--- src/rtl/irq_pkg.sv ---
package irq_pkg;
  localparam int unsigned LINES  = 8;
  localparam int unsigned IDX_W  = $clog2(LINES);
  localparam int unsigned BASE_W = LINES - IDX_W;

  typedef enum logic [1:0] {
    ACK_IDLE,
    ACK_FIRST,
    ACK_GAP,
    ACK_SECOND
  } ack_state_e;

  localparam logic [2:0] OP_EOI_ANY = 3'b001;
  localparam logic [2:0] OP_EOI_ONE = 3'b011;
  localparam logic [2:0] OP_CONFIG  = 3'b100;
  localparam logic [2:0] OP_BASE    = 3'b111;
endpackage

--- src/rtl/irq_sync.sv ---
module irq_sync #(
  parameter int unsigned W      = 1,
  parameter int unsigned STAGES = 2
) (
  input  logic         clk,
  input  logic         rst_n,
  input  logic [W-1:0] d_i,
  output logic [W-1:0] q_o
);
  logic [STAGES-1:0][W-1:0] stage_q;

  always_ff @(posedge clk or negedge rst_n) begin
    if (!rst_n) begin
      stage_q <= '0;
    end else begin
      stage_q[0] <= d_i;
      for (int s = 1; s < STAGES; s++) stage_q[s] <= stage_q[s-1];
    end
  end

  assign q_o = stage_q[STAGES-1];
endmodule

--- src/rtl/irq_pending.sv ---
module irq_pending #(
  parameter int unsigned L = 8
) (
  input  logic         clk,
  input  logic         rst_n,
  input  logic [L-1:0] lvl_i,
  input  logic         level_mode_i,
  input  logic         freeze_i,
  input  logic [L-1:0] clr_i,
  output logic [L-1:0] pend_o
);
  logic [L-1:0] prev_q, held_q, pend_q;
  logic [L-1:0] held_d, pend_d, rise;

  assign rise = lvl_i & ~prev_q;

  always_comb begin
    held_d = freeze_i ? (held_q | rise) : '0;
    if (freeze_i)          pend_d = pend_q;
    else if (level_mode_i) pend_d = lvl_i;
    else                   pend_d = (pend_q & ~clr_i) | rise | held_q;
  end

  always_ff @(posedge clk or negedge rst_n) begin
    if (!rst_n) begin
      prev_q <= '0;
      held_q <= '0;
      pend_q <= '0;
    end else begin
      prev_q <= lvl_i;
      held_q <= held_d;
      pend_q <= pend_d;
    end
  end

  assign pend_o = pend_q;

  // no pending bit moves while frozen
  assert_frozen_stable_R6: assert property (@(posedge clk) disable iff (!rst_n)
    freeze_i |=> $stable(pend_q));

  // an edge seen outside the freeze is recorded at the next edge
  assert_rise_latched_R2: assert property (@(posedge clk) disable iff (!rst_n)
    (!freeze_i && !level_mode_i && rise != '0) |=> ((pend_q & $past(rise)) == $past(rise)));
endmodule

--- src/rtl/irq_resolver.sv ---
module irq_resolver #(
  parameter int unsigned L = 8,
  localparam int unsigned IW = $clog2(L)
) (
  input  logic [L-1:0]  req_i,
  input  logic [L-1:0]  isr_i,
  output logic          int_o,
  output logic [IW-1:0] win_o,
  output logic          isr_any_o,
  output logic [IW-1:0] isr_top_o
);
  logic          found;
  logic          blocked;

  always_comb begin
    found     = 1'b0;
    win_o     = '0;
    isr_any_o = 1'b0;
    isr_top_o = '0;
    for (int i = L - 1; i >= 0; i--) begin
      if (req_i[i]) begin
        found = 1'b1;
        win_o = IW'(i);
      end
      if (isr_i[i]) begin
        isr_any_o = 1'b1;
        isr_top_o = IW'(i);
      end
    end
    blocked = 1'b0;
    for (int i = 0; i < L; i++) begin
      if (IW'(i) <= win_o && isr_i[i]) blocked = 1'b1;
    end
    int_o = found && !blocked;
  end
endmodule

--- src/rtl/irq_prio_ctrl.sv ---
module irq_prio_ctrl
  import irq_pkg::*;
#(
  parameter int unsigned SYNC_STAGES = 2
) (
  input  logic             clk,
  input  logic             rst_n,
  input  logic [LINES-1:0] irq_i,
  input  logic             ack_i,
  input  logic             reg_sel_i,
  input  logic             reg_wr_i,
  input  logic [LINES-1:0] reg_wdata_i,
  output logic [LINES-1:0] reg_rdata_o,
  output logic             int_o,
  output logic [LINES-1:0] vec_o,
  output logic             vec_valid_o
);
  localparam logic [LINES-1:0] ONE = LINES'(1);

  logic [LINES:0]     sync_s;
  logic [LINES-1:0]   irq_s, pend, clr_pend;
  logic               ack_s, ack_prev_q, ack_rise, ack_fall;

  ack_state_e         state_q, state_d;
  logic [LINES-1:0]   mask_q, isr_q, isr_d, set_vec, clr_vec;
  logic               level_q, auto_q, stsel_q;
  logic [BASE_W-1:0]  base_q;
  logic [IDX_W-1:0]   line_q, line_d;
  logic               real_q, real_d;
  logic               commit, ack_done, freeze;

  logic               res_int, isr_any;
  logic [IDX_W-1:0]   res_win, isr_top;

  logic               cmd_wr, mask_wr, eoi_any, eoi_one, cfg_wr, base_wr;

  irq_sync #(.W(LINES + 1), .STAGES(SYNC_STAGES)) u_sync (
    .clk(clk), .rst_n(rst_n), .d_i({ack_i, irq_i}), .q_o(sync_s)
  );
  assign irq_s    = sync_s[LINES-1:0];
  assign ack_s    = sync_s[LINES];
  assign ack_rise = ack_s & ~ack_prev_q;
  assign ack_fall = ~ack_s & ack_prev_q;

  assign freeze = (state_q != ACK_IDLE);

  irq_pending #(.L(LINES)) u_pend (
    .clk(clk), .rst_n(rst_n), .lvl_i(irq_s), .level_mode_i(level_q),
    .freeze_i(freeze), .clr_i(clr_pend), .pend_o(pend)
  );

  irq_resolver #(.L(LINES)) u_res (
    .req_i(pend & ~mask_q), .isr_i(isr_q), .int_o(res_int), .win_o(res_win),
    .isr_any_o(isr_any), .isr_top_o(isr_top)
  );

  // register port decode
  assign cmd_wr  = reg_wr_i & ~reg_sel_i;
  assign mask_wr = reg_wr_i & reg_sel_i;
  assign eoi_any = cmd_wr && (reg_wdata_i[7:5] == OP_EOI_ANY);
  assign eoi_one = cmd_wr && (reg_wdata_i[7:5] == OP_EOI_ONE);
  assign cfg_wr  = cmd_wr && (reg_wdata_i[7:5] == OP_CONFIG);
  assign base_wr = cmd_wr && (reg_wdata_i[7:5] == OP_BASE);

  // acknowledge sequencing
  always_comb begin
    state_d  = state_q;
    commit   = 1'b0;
    ack_done = 1'b0;
    case (state_q)
      ACK_IDLE:   if (ack_rise) begin state_d = ACK_FIRST; commit = 1'b1; end
      ACK_FIRST:  if (ack_fall) state_d = ACK_GAP;
      ACK_GAP:    if (ack_rise) state_d = ACK_SECOND;
      ACK_SECOND: if (ack_fall) begin state_d = ACK_IDLE; ack_done = 1'b1; end
      default:    state_d = ACK_IDLE;
    endcase
  end

  always_comb begin
    line_d   = commit ? (res_int ? res_win : {IDX_W{1'b1}}) : line_q;
    real_d   = commit ? res_int : real_q;
    set_vec  = (commit && res_int) ? (ONE << res_win) : '0;
    clr_pend = (commit && res_int && !level_q) ? (ONE << res_win) : '0;
    clr_vec  = '0;
    if (eoi_any && isr_any)               clr_vec = clr_vec | (ONE << isr_top);
    if (eoi_one)                          clr_vec = clr_vec | (ONE << reg_wdata_i[IDX_W-1:0]);
    if (ack_done && auto_q && real_q)     clr_vec = clr_vec | (ONE << line_q);
    isr_d    = (isr_q & ~clr_vec) | set_vec;
  end

  always_ff @(posedge clk or negedge rst_n) begin
    if (!rst_n) begin
      ack_prev_q <= 1'b0;
      state_q    <= ACK_IDLE;
      mask_q     <= '1;
      isr_q      <= '0;
      level_q    <= 1'b0;
      auto_q     <= 1'b0;
      stsel_q    <= 1'b0;
      base_q     <= '0;
      line_q     <= '0;
      real_q     <= 1'b0;
    end else begin
      ack_prev_q <= ack_s;
      state_q    <= state_d;
      isr_q      <= isr_d;
      line_q     <= line_d;
      real_q     <= real_d;
      if (mask_wr) mask_q <= reg_wdata_i;
      if (cfg_wr) begin
        level_q <= reg_wdata_i[0];
        auto_q  <= reg_wdata_i[1];
        stsel_q <= reg_wdata_i[2];
      end
      if (base_wr) base_q <= reg_wdata_i[BASE_W-1:0];
    end
  end

  assign int_o       = res_int;
  assign vec_valid_o = (state_q == ACK_SECOND);
  assign vec_o       = vec_valid_o ? {base_q, line_q} : '0;
  assign reg_rdata_o = reg_sel_i ? mask_q : (stsel_q ? isr_q : pend);

  // the output never rises without an unmasked pending request
  assert_masked_quiet_R3: assert property (@(posedge clk) disable iff (!rst_n)
    int_o |-> ((pend & ~mask_q) != '0));

  // accepting a live request puts its line in service
  assert_commit_in_service_R5: assert property (@(posedge clk) disable iff (!rst_n)
    (commit && res_int) |=> isr_q[$past(res_win)]);

  // automatic end-of-interrupt retires the acknowledged line
  assert_auto_eoi_R8: assert property (@(posedge clk) disable iff (!rst_n)
    (ack_done && auto_q && real_q && !eoi_any && !eoi_one) |=> !isr_q[$past(line_q)]);

  // non-specific end-of-interrupt retires the most urgent in-service line
  assert_eoi_any_R9: assert property (@(posedge clk) disable iff (!rst_n)
    (eoi_any && isr_any) |=> !isr_q[$past(isr_top)]);
endmodule

--- config.mk ---
export PLATFORM = sky130hd
export DESIGN_NAME = irq_prio_ctrl
export DESIGN_NICKNAME = d
export VERILOG_FILES = /design/src/rtl/irq_pkg.sv /design/src/rtl/irq_sync.sv /design/src/rtl/irq_pending.sv /design/src/rtl/irq_resolver.sv /design/src/rtl/irq_prio_ctrl.sv
export SDC_FILE = /design/constraint.sdc
export NUM_CORES = 1
export LEC_CHECK = 0
export BUFFER_PORTS_ARGS = -buffer_cell sky130_fd_sc_hd__buf_2
export CAP_MARGIN = 5
export CORE_UTILIZATION = 41
export CTS_BUF_LIST = sky130_fd_sc_hd__clkbuf_8 sky130_fd_sc_hd__clkbuf_16
export DETAILED_ROUTE_END_ITERATION = 6
export SYNTH_ARGS = -nofsm -noshare
export SYNTH_HDL_FRONTEND = slang
export SYNTH_SLANG_ARGS = --single-unit
--- constraint.sdc ---
create_clock -name clk -period 6.5 [get_ports clk]
set_input_delay 0 -clock clk [delete_from_list [all_inputs] [get_ports clk]]
set_output_delay 0 -clock clk [all_outputs]
set_load 0.005 [all_outputs]
==> impl_metrics.py, run 1 <==
metrics = {
    "yosys": {
        "async_reset_ff_share_pct": 100,
        "syn-num-nets": 398,
        "synthMuxAreaShare_pct": 6.55,
        "synth_seq_cells": 73,
        "ys_top_cells_by_area": "dfrtp_1, dfstp_2, mux2_2, nor2_1, o21ai_0",
        "synthMostInstantiatedCell": "dfrtp_1",
        "syn_area_um2": 3630,
        "yosys.area.top_type_share_pct": 44.8,
        "synth_compound_area_share_pct": 17.3,
        "ys_types": 63,
        "yosys_warnings": 0,
        "synth_common_cells": "dfrtp_1, nor2_1, nand2_1",
        "synth_top_family_by_area": "simple AND/OR/NAND/NOR gates",
        "yosys_most_used_dff": "dfrtp_1",
        "synth-edff-count": 0,
        "synth_largest_area_cell": "dfrtp_1",
        "synthSimpleGateAreaFrac_pct": 20.5,
        "synth_fa_ha_area_share_pct": 1.38,
        "synth_xor_area_share_pct": 0,
        "avgSynthCellArea_um2": 9.73,
        "seq_area_frac_synth_pct": 50.6,
        "synth_cells": 373,
    },
    "sta": {
        "timing.fmax_mhz": 347,
        "period_share_pct": 44.3,
        "grt_setup_unrepaired": "no",
        "skew_ns": 0.0174,
        "setup-violations-final": 0,
        "setup_slack_ns": 3.62,
        "hold_viol": 0,
        "tns_ns": 0,
        "period_needed_ns": 2.88,
        "tightest_slew_ns": 1.01,
        "drv_slew": 0,
        "max_slew_margin_pct": 32.5,
    },
    "die": {
        "dieArea_um2": 9230,
        "ios": 39,
        "fp.dieW_um": 96.1,
        "rows": 33,
        "core_area_um2": 8380,
        "die_h_um": 96.1,
        "start_util_pct": 43.3,
    },
    "global_routing": {
        "grt_usage_pct": 20.3,
        "grt_pass1_vias": 2770,
        "grt-ovfl-total": 0,
        "grt_max_degree": 74,
        "grt_antenna_before_repair": 0,
        "grt_pass1_wl_mm": 13.8,
    },
    "power": {
        "clockPowerShare_pct": 23.4,
        "p_sw_w": 0.000642,
        "seqPwrFrac_pct": 41.8,
        "power.leakage_nw": 1.85,
        "combPwrFrac_pct": 34.8,
        "ir_worst_vdd_v": 0.000188,
        "p_int_w": 0.00102,
        "power.density_nw_per_um2": 388,
        "p_sw_share_pct": 38.7,
        "total_power_w": 0.00166,
    },
    "setup_path": {
        "crit_type": "flip-flop to primary output",
        "start_kind": "flip-flop",
        "crit_arrival_ns": 2.88,
        "critPathCaptureType": "primary output",
        "cp_max_fo": 8,
        "ff2ff_setup_slack_ns": 3.65,
        "crit_required_ns": 6.50,
    },
    "clocking": {
        "ctsResizeCount": 0,
        "cts.sink_count": 73,
        "cts.clk_slew.worst_paths_ns": 0.08,
        "cts_buffers": 9,
        "clk_latency_ns": 0.36,
        "htree_levels": 3,
        "ctsRootBufferMaster": "clkbuf_8",
        "cts_tree": "done",
        "clockBufferDepth": 2,
    },
    "detailed_routing": {
        "drt_iter0_drc": 262,
        "ant_nets": 0,
        "remaining_drc_errors": 0,
        "wirelength_mm": 8.61,
        "post_drt_wl_per_cell_um": 16.1,
        "vias_per_cell": 5.50,
        "vias": 2934,
        "dr.pass1.iters": 4,
    },
    "place": {
        "dp_slack_ns": 3.67,
        "io_buffer_count": 38,
        "place_congestion": 0.885,
        "hpwl_mm": 6.13,
    },
    "hold_path": {
        "hold_class": "primary input to flip-flop",
    },
    "cells_and_area": {
        "drive_gt1_share_pct": 20.3,
        "fillers": 795,
        "area_delta_synth_final_pct": 18.0,
        "diodes": 0,
        "finalNetCount": 448,
    },
    "outcome": {
        "status": "finished, final reports clean",
    },
    "flow_run": {
        "drv_cap": 0,
    },
}
## cell usage in the layout (no fill, tap or decap), types with 4 or more instances in the layout
cell / n
o22ai_1: 4
clkbuf_8: 9
nand3_1: 13
dlygate4sd3_1: 17
nor2b_1: 6
nor3_1: 4
inv_1: 19
ha_1: 4
buf_2: 37
nor2_1: 39
o31ai_1: 9
mux2i_1: 8
nand2_1: 34
o21ai_0: 26
a31oi_1: 11
a21oi_1: 19
nand2b_1: 6
mux2_2: 14
and2_1: 8
dfstp_2: 8
o211ai_1: 5
dfrtp_1: 65
## final timing paths
check,from,to,cells past startpoint
worst max-delay path,mask_q[3]$_DFFE_PN1P_,int_o,7
worst min-delay path,reg_wdata_i[2],stsel_q$_DFFE_PN0P_,2
worst max register to register,state_q[1]$_DFFE_PN0P_,u_pend.pend_o[4]$_DFFE_PN0P_,6
worst min register to register,u_sync.stage_q[4]$_DFF_PN0_,u_sync.q_o[4]$_DFF_PN0_,0
max in group asynchronous,rst_n,u_pend.held_q[3]$_DFF_PN0_,2
min in group asynchronous,rst_n,line_q[2]$_DFFE_PN0P_,2
## layer usage
layer  global-route usage (%)  vias up  part of all wire (%)
met1                     29.3     1405                    48
met2                     29.4       71                    44
met3                     3.32       22                   4.8
li1                         -     1436                     -
met4                     9.95        0                   2.9
met5                        0        -                     0
## power groups by stage
stage	registers [W]	clock network, W	logic, W
4_1_cts	0.000693	0.000400	0.000579
6_report	0.000694	0.000389	0.000578
3_5_place_dp	0.000702	0	0.000566
2_1_floorplan	0.000632	0	0.000454
3_3_place_gp	0.000699	0	0.000559
5_1_grt	0.000712	0.000415	0.000651
## final cells by class
type	count	area [um^2]	area share, %
clock buffers	9	124	2.89
clock inverters	7	95.1	2.22
multi-input cells	265	1660	38.8
inverters	19	71.3	1.67
repair buffers	55	363	8.47
flip-flops and latches	73	1840	42.9
well taps	105	131	3.07
## sequential cells by signal (all words and copies together) (netlist names)
name            flops
u_sync.stage_q      9
level_q             1
u_pend.prev_q       8
line_q              3
ack_prev_q          1
base_q              5
mask_q              8
state_q             2
auto_q              1
isr_q               8
u_pend.pend_o       8
real_q              1
u_pend.held_q       8
stsel_q             1
u_sync.q_o          9
## cell families (layout without fill, tap and decap cells)
family / after synthesis / count (layout)
simple gates: 142 / 142
compound gates: 97 / 97
flops: 73 / 73
buf+inv: 35 / 90
mux: 22 / 22
fa+ha+maj: 4 / 4
## what timing repair did
action	in CTS	in global routing
hold buffers	17	0
setup buffers	0	0
hold endpoints to repair	85	0
## critical path, cell delays in order, from the launching register on
cell and delay, ns:
dfstp_2 0.55, and2b_1 0.20, nor4_2 0.50, a31oi_1 0.18, nor3_2 0.47, or2_0 0.36, nor2_1 0.12, buf_2 0.14
## stage by stage
step / hold WS [ns] / util [%] / instance area, um^2 / instances
3_3_place_gp: 0.109 / 46.4 / 3890 / 500
3_5_place_dp: 0.110 / 46.4 / 3890 / 500
6_report: 0.0877 / 51.1 / 4280 / 533
2_1_floorplan: -0.296 / - / 3630 / 373
5_1_grt: 0.0826 / 51.1 / 4280 / 533
4_1_cts: 0.0616 / 51.1 / 4280 / 533
(Power assumes the default switching activity.)
==> run 2: changes to the inputs <==
clock period = 2.3 ns   (was 6.5 ns; I/O delays follow)
==> impl_metrics.py, run 2 (synthesis results as in run 1) <==
metrics = {
    "detailed_routing": {
        "vias": 3148,
        "post_drt_wl_per_cell_um": 16.1,
        "ant_nets": 0,
        "dr.pass1.iters": 4,
        "remaining_drc_errors": 0,
        "drt_iter0_drc": 206,
        "vias_per_cell": 5.53,
        "wirelength_mm": 9.16,
    },
    "die": {
        "die_h_um": 96.1,
        "start_util_pct": 43.3,
        "core_area_um2": 8380,
        "dieArea_um2": 9230,
        "rows": 33,
        "fp.dieW_um": 96.1,
        "ios": 39,
    },
    "setup_path": {
        "reg2reg_depth": 6,
        "critPathCaptureType": "primary output",
        "crit_required_ns": 2.30,
        "cp-endpoint": "int_o",
        "startpoint": "mask_q[6]$_DFFE_PN1P_",
        "crit_arrival_ns": 2.25,
        "ff2ff_setup_slack_ns": 0.06,
        "timing.rr.end": "u_pend.pend_o[4]$_DFFE_PN0P_",
        "r2r-start": "mask_q[6]$_DFFE_PN1P_",
        "crit_type": "flip-flop to primary output",
        "cp_max_fo": 4,
        "start_kind": "flip-flop",
    },
    "clocking": {
        "cts.sink_count": 73,
        "cts.clk_slew.worst_paths_ns": 0.07,
        "ctsRootBufferMaster": "clkbuf_8",
        "cts_tree": "done",
        "htree_levels": 3,
        "clk_latency_ns": 0.35,
        "clockBufferDepth": 2,
        "cts_buffers": 9,
    },
    "sta": {
        "tightest_slew_ns": 0.905,
        "drv_slew": 0,
        "hold_ws_ns": 0.0384,
        "grt_setup_unrepaired": "yes",
        "setup-violations-final": 0,
        "hold_viol": 0,
        "max_slew_margin_pct": 39.6,
        "timing.fmax_mhz": 445,
        "skew_ns": 0.00805,
        "period_needed_ns": 2.25,
        "period_share_pct": 97.6,
    },
    "flow_run": {
        "drv_cap": 0,
    },
    "cells_and_area": {
        "most-common-layout-cells": "dfrtp_1, nor2_1, buf_4, buf_2, nand2_1",
        "fillers": 758,
        "finalNetCount": 484,
        "drive_gt1_share_pct": 28.7,
        "final_common_cell": "dfrtp_1",
        "area_delta_synth_final_pct": 27.1,
        "diodes": 0,
    },
    "global_routing": {
        "grt_usage_pct": 22.1,
        "grt_pass1_vias": 2968,
        "grt_use_met1_pct": 31.4,
        "grt_pass1_wl_mm": 15.1,
        "grt_antenna_before_repair": 0,
        "grt_max_degree": 74,
        "grt_use_met3_pct": 3.79,
        "grt-ovfl-total": 0,
        "busiest_layer": "met2",
        "gr-usage-met2_pct": 33.9,
    },
    "power": {
        "total_power_w": 0.00522,
        "power.leakage_nw": 2.05,
        "ir_worst_vdd_v": 0.000556,
        "power.density_nw_per_um2": 1130,
    },
    "outcome": {
        "status": "finished, final reports clean",
    },
    "place": {
        "place_congestion": 1.00,
        "hpwl_mm": 6.67,
        "io_buffer_count": 38,
    },
    "hold_path": {
        "hold_class": "primary input to flip-flop",
    },
}
## run 2: per-layer routing
metal	up-vias	share of wire, %	routed length, um
li1	1508	-	-
met4	0	2.4	222
met3	17	5.3	488
met5	-	0	0
met1	1527	47	4260
met2	96	46	4180
## run 2: layout make-up
| cell class | count | area (um^2) | area share [%] |
|---|---|---|---|
| clock buffer | 9 | 124 | 2.68 |
| inverter | 19 | 71.3 | 1.55 |
| clock inverter | 7 | 119 | 2.58 |
| timing repair buffer | 91 | 631 | 13.7 |
| sequential | 73 | 1840 | 39.8 |
| tap | 105 | 131 | 2.85 |
| multi-input combinational | 265 | 1700 | 36.9 |
## run 2: worst min path at each step
stage,slack [ns],cells past startpoint,start,to
detailed placement,0.11,1,ack_i,u_sync.stage_q[8]$_DFF_PN0_
finish,0.04,2,reg_wdata_i[6],mask_q[6]$_DFFE_PN1P_
floorplan,-0.30,0,rst_n,ack_prev_q$_DFF_PN0_
CTS,0.02,2,reg_wdata_i[6],mask_q[6]$_DFFE_PN1P_
global placement,0.11,1,ack_i,u_sync.stage_q[8]$_DFF_PN0_
global route,0.06,2,reg_wdata_i[6],mask_q[6]$_DFFE_PN1P_
## run 2: stage by stage
step	utilization, %	instance area (um^2)	instances	setup TNS [ns]	worst slack (ns)
2_1_floorplan	-	3630	373	0	0.0175
3_3_place_gp	49.0	4110	529	0	0.0267
3_5_place_dp	49.0	4110	529	-0.00552	-0.00552
4_1_cts	54.1	4540	563	0	0.0122
5_1_grt	55.1	4610	569	-0.0379	-0.0305
6_report	55.1	4610	569	0	0.0546
## run 2: critical path: stages, from the launching register on
cell       delay (ns)
dfstp_2          0.55
nand2b_4         0.15
nand4_2          0.12
a2bb2oi_1        0.15
or4_4            0.43
or2_4            0.28
nor2_2           0.11
buf_2            0.11
## run 2: what timing repair did
action / in CTS / in global routing
endpoints found under the hold margin: 84 / 0
buffers inserted: 2 / 6
cloned: 0 / 0
pin swaps: 3 / 3
hold buffers: 16 / 0
gates resized for setup: 4 / 7
setup endpoints to repair: 2 / 6
## run 2: where the power goes
| part | switching [W] | total [W] | leakage (nW) | internal (W) |
|---|---|---|---|---|
| combinational | 0.00112 | 0.00211 | 1.10 | 0.000993 |
| clock | 0.000488 | 0.00121 | 0.115 | 0.000719 |
| sequential | 0.000317 | 0.00190 | 0.839 | 0.00159 |
| total | 0.00192 | 0.00522 | 2.05 | 0.00330 |
==> run 3: changes to the inputs <==
CORE_ASPECT_RATIO = 0.75   (was not set)
RECOVER_POWER = 50   (was not set)
==> impl_metrics.py, run 3 (synthesis results as in run 1) <==
metrics = {
    "outcome": {
        "status": "complete, but fails checks",
        "violations": "capacitance limit, slew limit",
    },
    "setup_path": {
        "cp.depth": 7,
        "crit_type": "flip-flop to flip-flop",
        "crit_chain": "and2b_1, a311o_1, nand3_2, nor3_2, buf_4, or4_1, a31o_1",
        "reg2reg_depth": 7,
        "critPathCaptureType": "flip-flop",
        "r2r-start": "mask_q[3]$_DFFE_PN1P_",
        "start_kind": "flip-flop",
        "cpPeakStageDelay_ns": 0.54,
        "slowest_stage": "dfstp_2",
        "crit_arrival_ns": 2.50,
        "crit_family": "simple AND/OR/NAND/NOR gates",
        "critPathBufInv": 1,
        "cp_max_fo": 4,
        "crit_required_ns": 2.53,
        "startpoint": "mask_q[3]$_DFFE_PN1P_",
    },
    "sta": {
        "grt_setup_unrepaired": "yes",
        "drv_slew": 74,
        "max_slew_margin_pct": -21.8,
        "hold_viol": 0,
        "hold_ws_ns": 0.0555,
        "tightest_slew_ns": 1.83,
        "period_share_pct": 99.1,
        "timing.fmax_mhz": 439,
        "period_needed_ns": 2.28,
        "skew_ns": 0.00544,
        "setup-violations-final": 0,
    },
    "clocking": {
        "clockBufferDepth": 2,
        "cts_tree": "done",
        "cts.clk_slew.worst_paths_ns": 0.06,
        "htree_levels": 3,
        "cts.sink_count": 73,
        "ctsRootBufferMaster": "clkbuf_16",
        "clk_latency_ns": 0.34,
        "cts_buffers": 9,
    },
    "detailed_routing": {
        "drt_iter0_drc": 235,
        "ant_nets": 0,
        "remaining_drc_errors": 0,
        "wirelength_mm": 10.0,
        "vias": 3103,
        "vias_per_cell": 5.38,
        "post_drt_wl_per_cell_um": 17.3,
        "dr.pass1.iters": 4,
    },
    "global_routing": {
        "grt_pass1_vias": 3004,
        "grt_pass1_wl_mm": 16.2,
        "grt_usage_pct": 23.3,
        "grt_max_degree": 74,
        "grt-ovfl-total": 0,
        "grt_antenna_before_repair": 0,
    },
    "place": {
        "placed_area_um2": 4180,
        "hpwl_mm": 7.30,
        "place_congestion": 1.01,
        "io_buffer_count": 38,
    },
    "cells_and_area": {
        "diodes": 0,
        "final_cell_area_um2": 4730,
        "layout.area.seq_um2": 1840,
        "multi_input_area_um2": 1720,
        "finalNetCount": 489,
        "most-common-layout-cells": "dfrtp_1, buf_4, nor2_1, buf_2, nand2_1",
        "fillers": 766,
        "area_delta_synth_final_pct": 30.4,
        "drive_gt1_share_pct": 29.4,
        "final_common_cell": "dfrtp_1",
    },
    "power": {
        "total_power_w": 0.00555,
        "power.density_nw_per_um2": 1170,
        "power.leakage_nw": 2.09,
        "ir_worst_vdd_v": 0.000865,
    },
    "die": {
        "core_area_um2": 8530,
        "rows": 29,
        "fp.dieW_um": 111,
        "start_util_pct": 42.6,
        "die_h_um": 83.5,
        "ios": 39,
        "dieArea_um2": 9240,
    },
    "hold_path": {
        "whs_path_depth": 2,
        "hold_class": "primary input to flip-flop",
        "hp-start": "reg_wdata_i[2]",
    },
    "flow_run": {
        "drv_cap": 1,
    },
}
-- run 3: layer usage --
layer | wire [um] | vias up | global-route usage, %
li1 | - | 1517 | -
met1 | 5070 | 1474 | 35.2
met2 | 4180 | 103 | 32.7
met3 | 657 | 9 | 6.32
met4 | 93 | 0 | 6.42
met5 | 0 | - | 0
-- run 3: worst register-to-register path: cells and delay by family, from the launching register on --
| kind | cells | cell delay (ns) |
|---|---|---|
| AO/OA/AOI/OAI | 2 | 0.54 |
| AND/OR/NAND/NOR | 4 | 0.93 |
| buffers and inverters | 1 | 0.16 |
| flip-flops | 1 | 0.54 |
-- run 3: path summary, 6_finish.rpt --
path | endpoint | slack, ns
worst max-delay path | u_pend.pend_o[4]$_DFFE_PN0P_ | 0.02
worst min-delay path | mask_q[2]$_DFFE_PN1P_ | 0.06
worst max register to register | u_pend.pend_o[4]$_DFFE_PN0P_ | 0.02
worst min register to register | u_sync.q_o[7]$_DFF_PN0_ | 0.35
max in group asynchronous | u_pend.pend_o[4]$_DFFE_PN0P_ | 0.53
min in group asynchronous | u_pend.prev_q[7]$_DFF_PN0_ | 0.71
-- run 3: cell type report --
class	count	area share, %
clock buffer	9	4.76
clock inverter	7	1.77
inverter	19	1.51
multi-input combinational	265	36.4
sequential	73	38.8
tap	108	2.85
timing repair buffer	96	13.9
-- run 3: where the power goes --
group / internal, W / leakage (nW) / switching [W] / total [W]
Clock: 0.000863 / 0.149 / 0.000604 / 0.00147
Combinational: 0.000979 / 1.11 / 0.00119 / 0.00217
Sequential: 0.00159 / 0.839 / 0.000321 / 0.00191
-- run 3: per-stage QoR --
| stage | std cells | setup slack (ns) | setup TNS, ns | utilization [%] |
|---|---|---|---|---|
| floorplan | 373 | 0.0175 | 0 | - |
| global placement | 541 | -0.0927 | -0.253 | 49.0 |
| detailed placement | 541 | -0.0946 | -0.264 | 49.0 |
| CTS | 575 | -0.0370 | -0.0370 | 54.9 |
| global route | 577 | -0.0517 | -0.125 | 55.5 |
| finish | 577 | 0.0217 | 0 | 55.5 |
-- run 3: what timing repair did --
action | CTS | global route
pin swaps | 3 | 2
setup endpoints to repair | 5 | 6
hold buffers | 16 | 0
endpoints found under the hold margin | 84 | 0
resized for setup | 7 | 9
setup buffers | 2 | 2
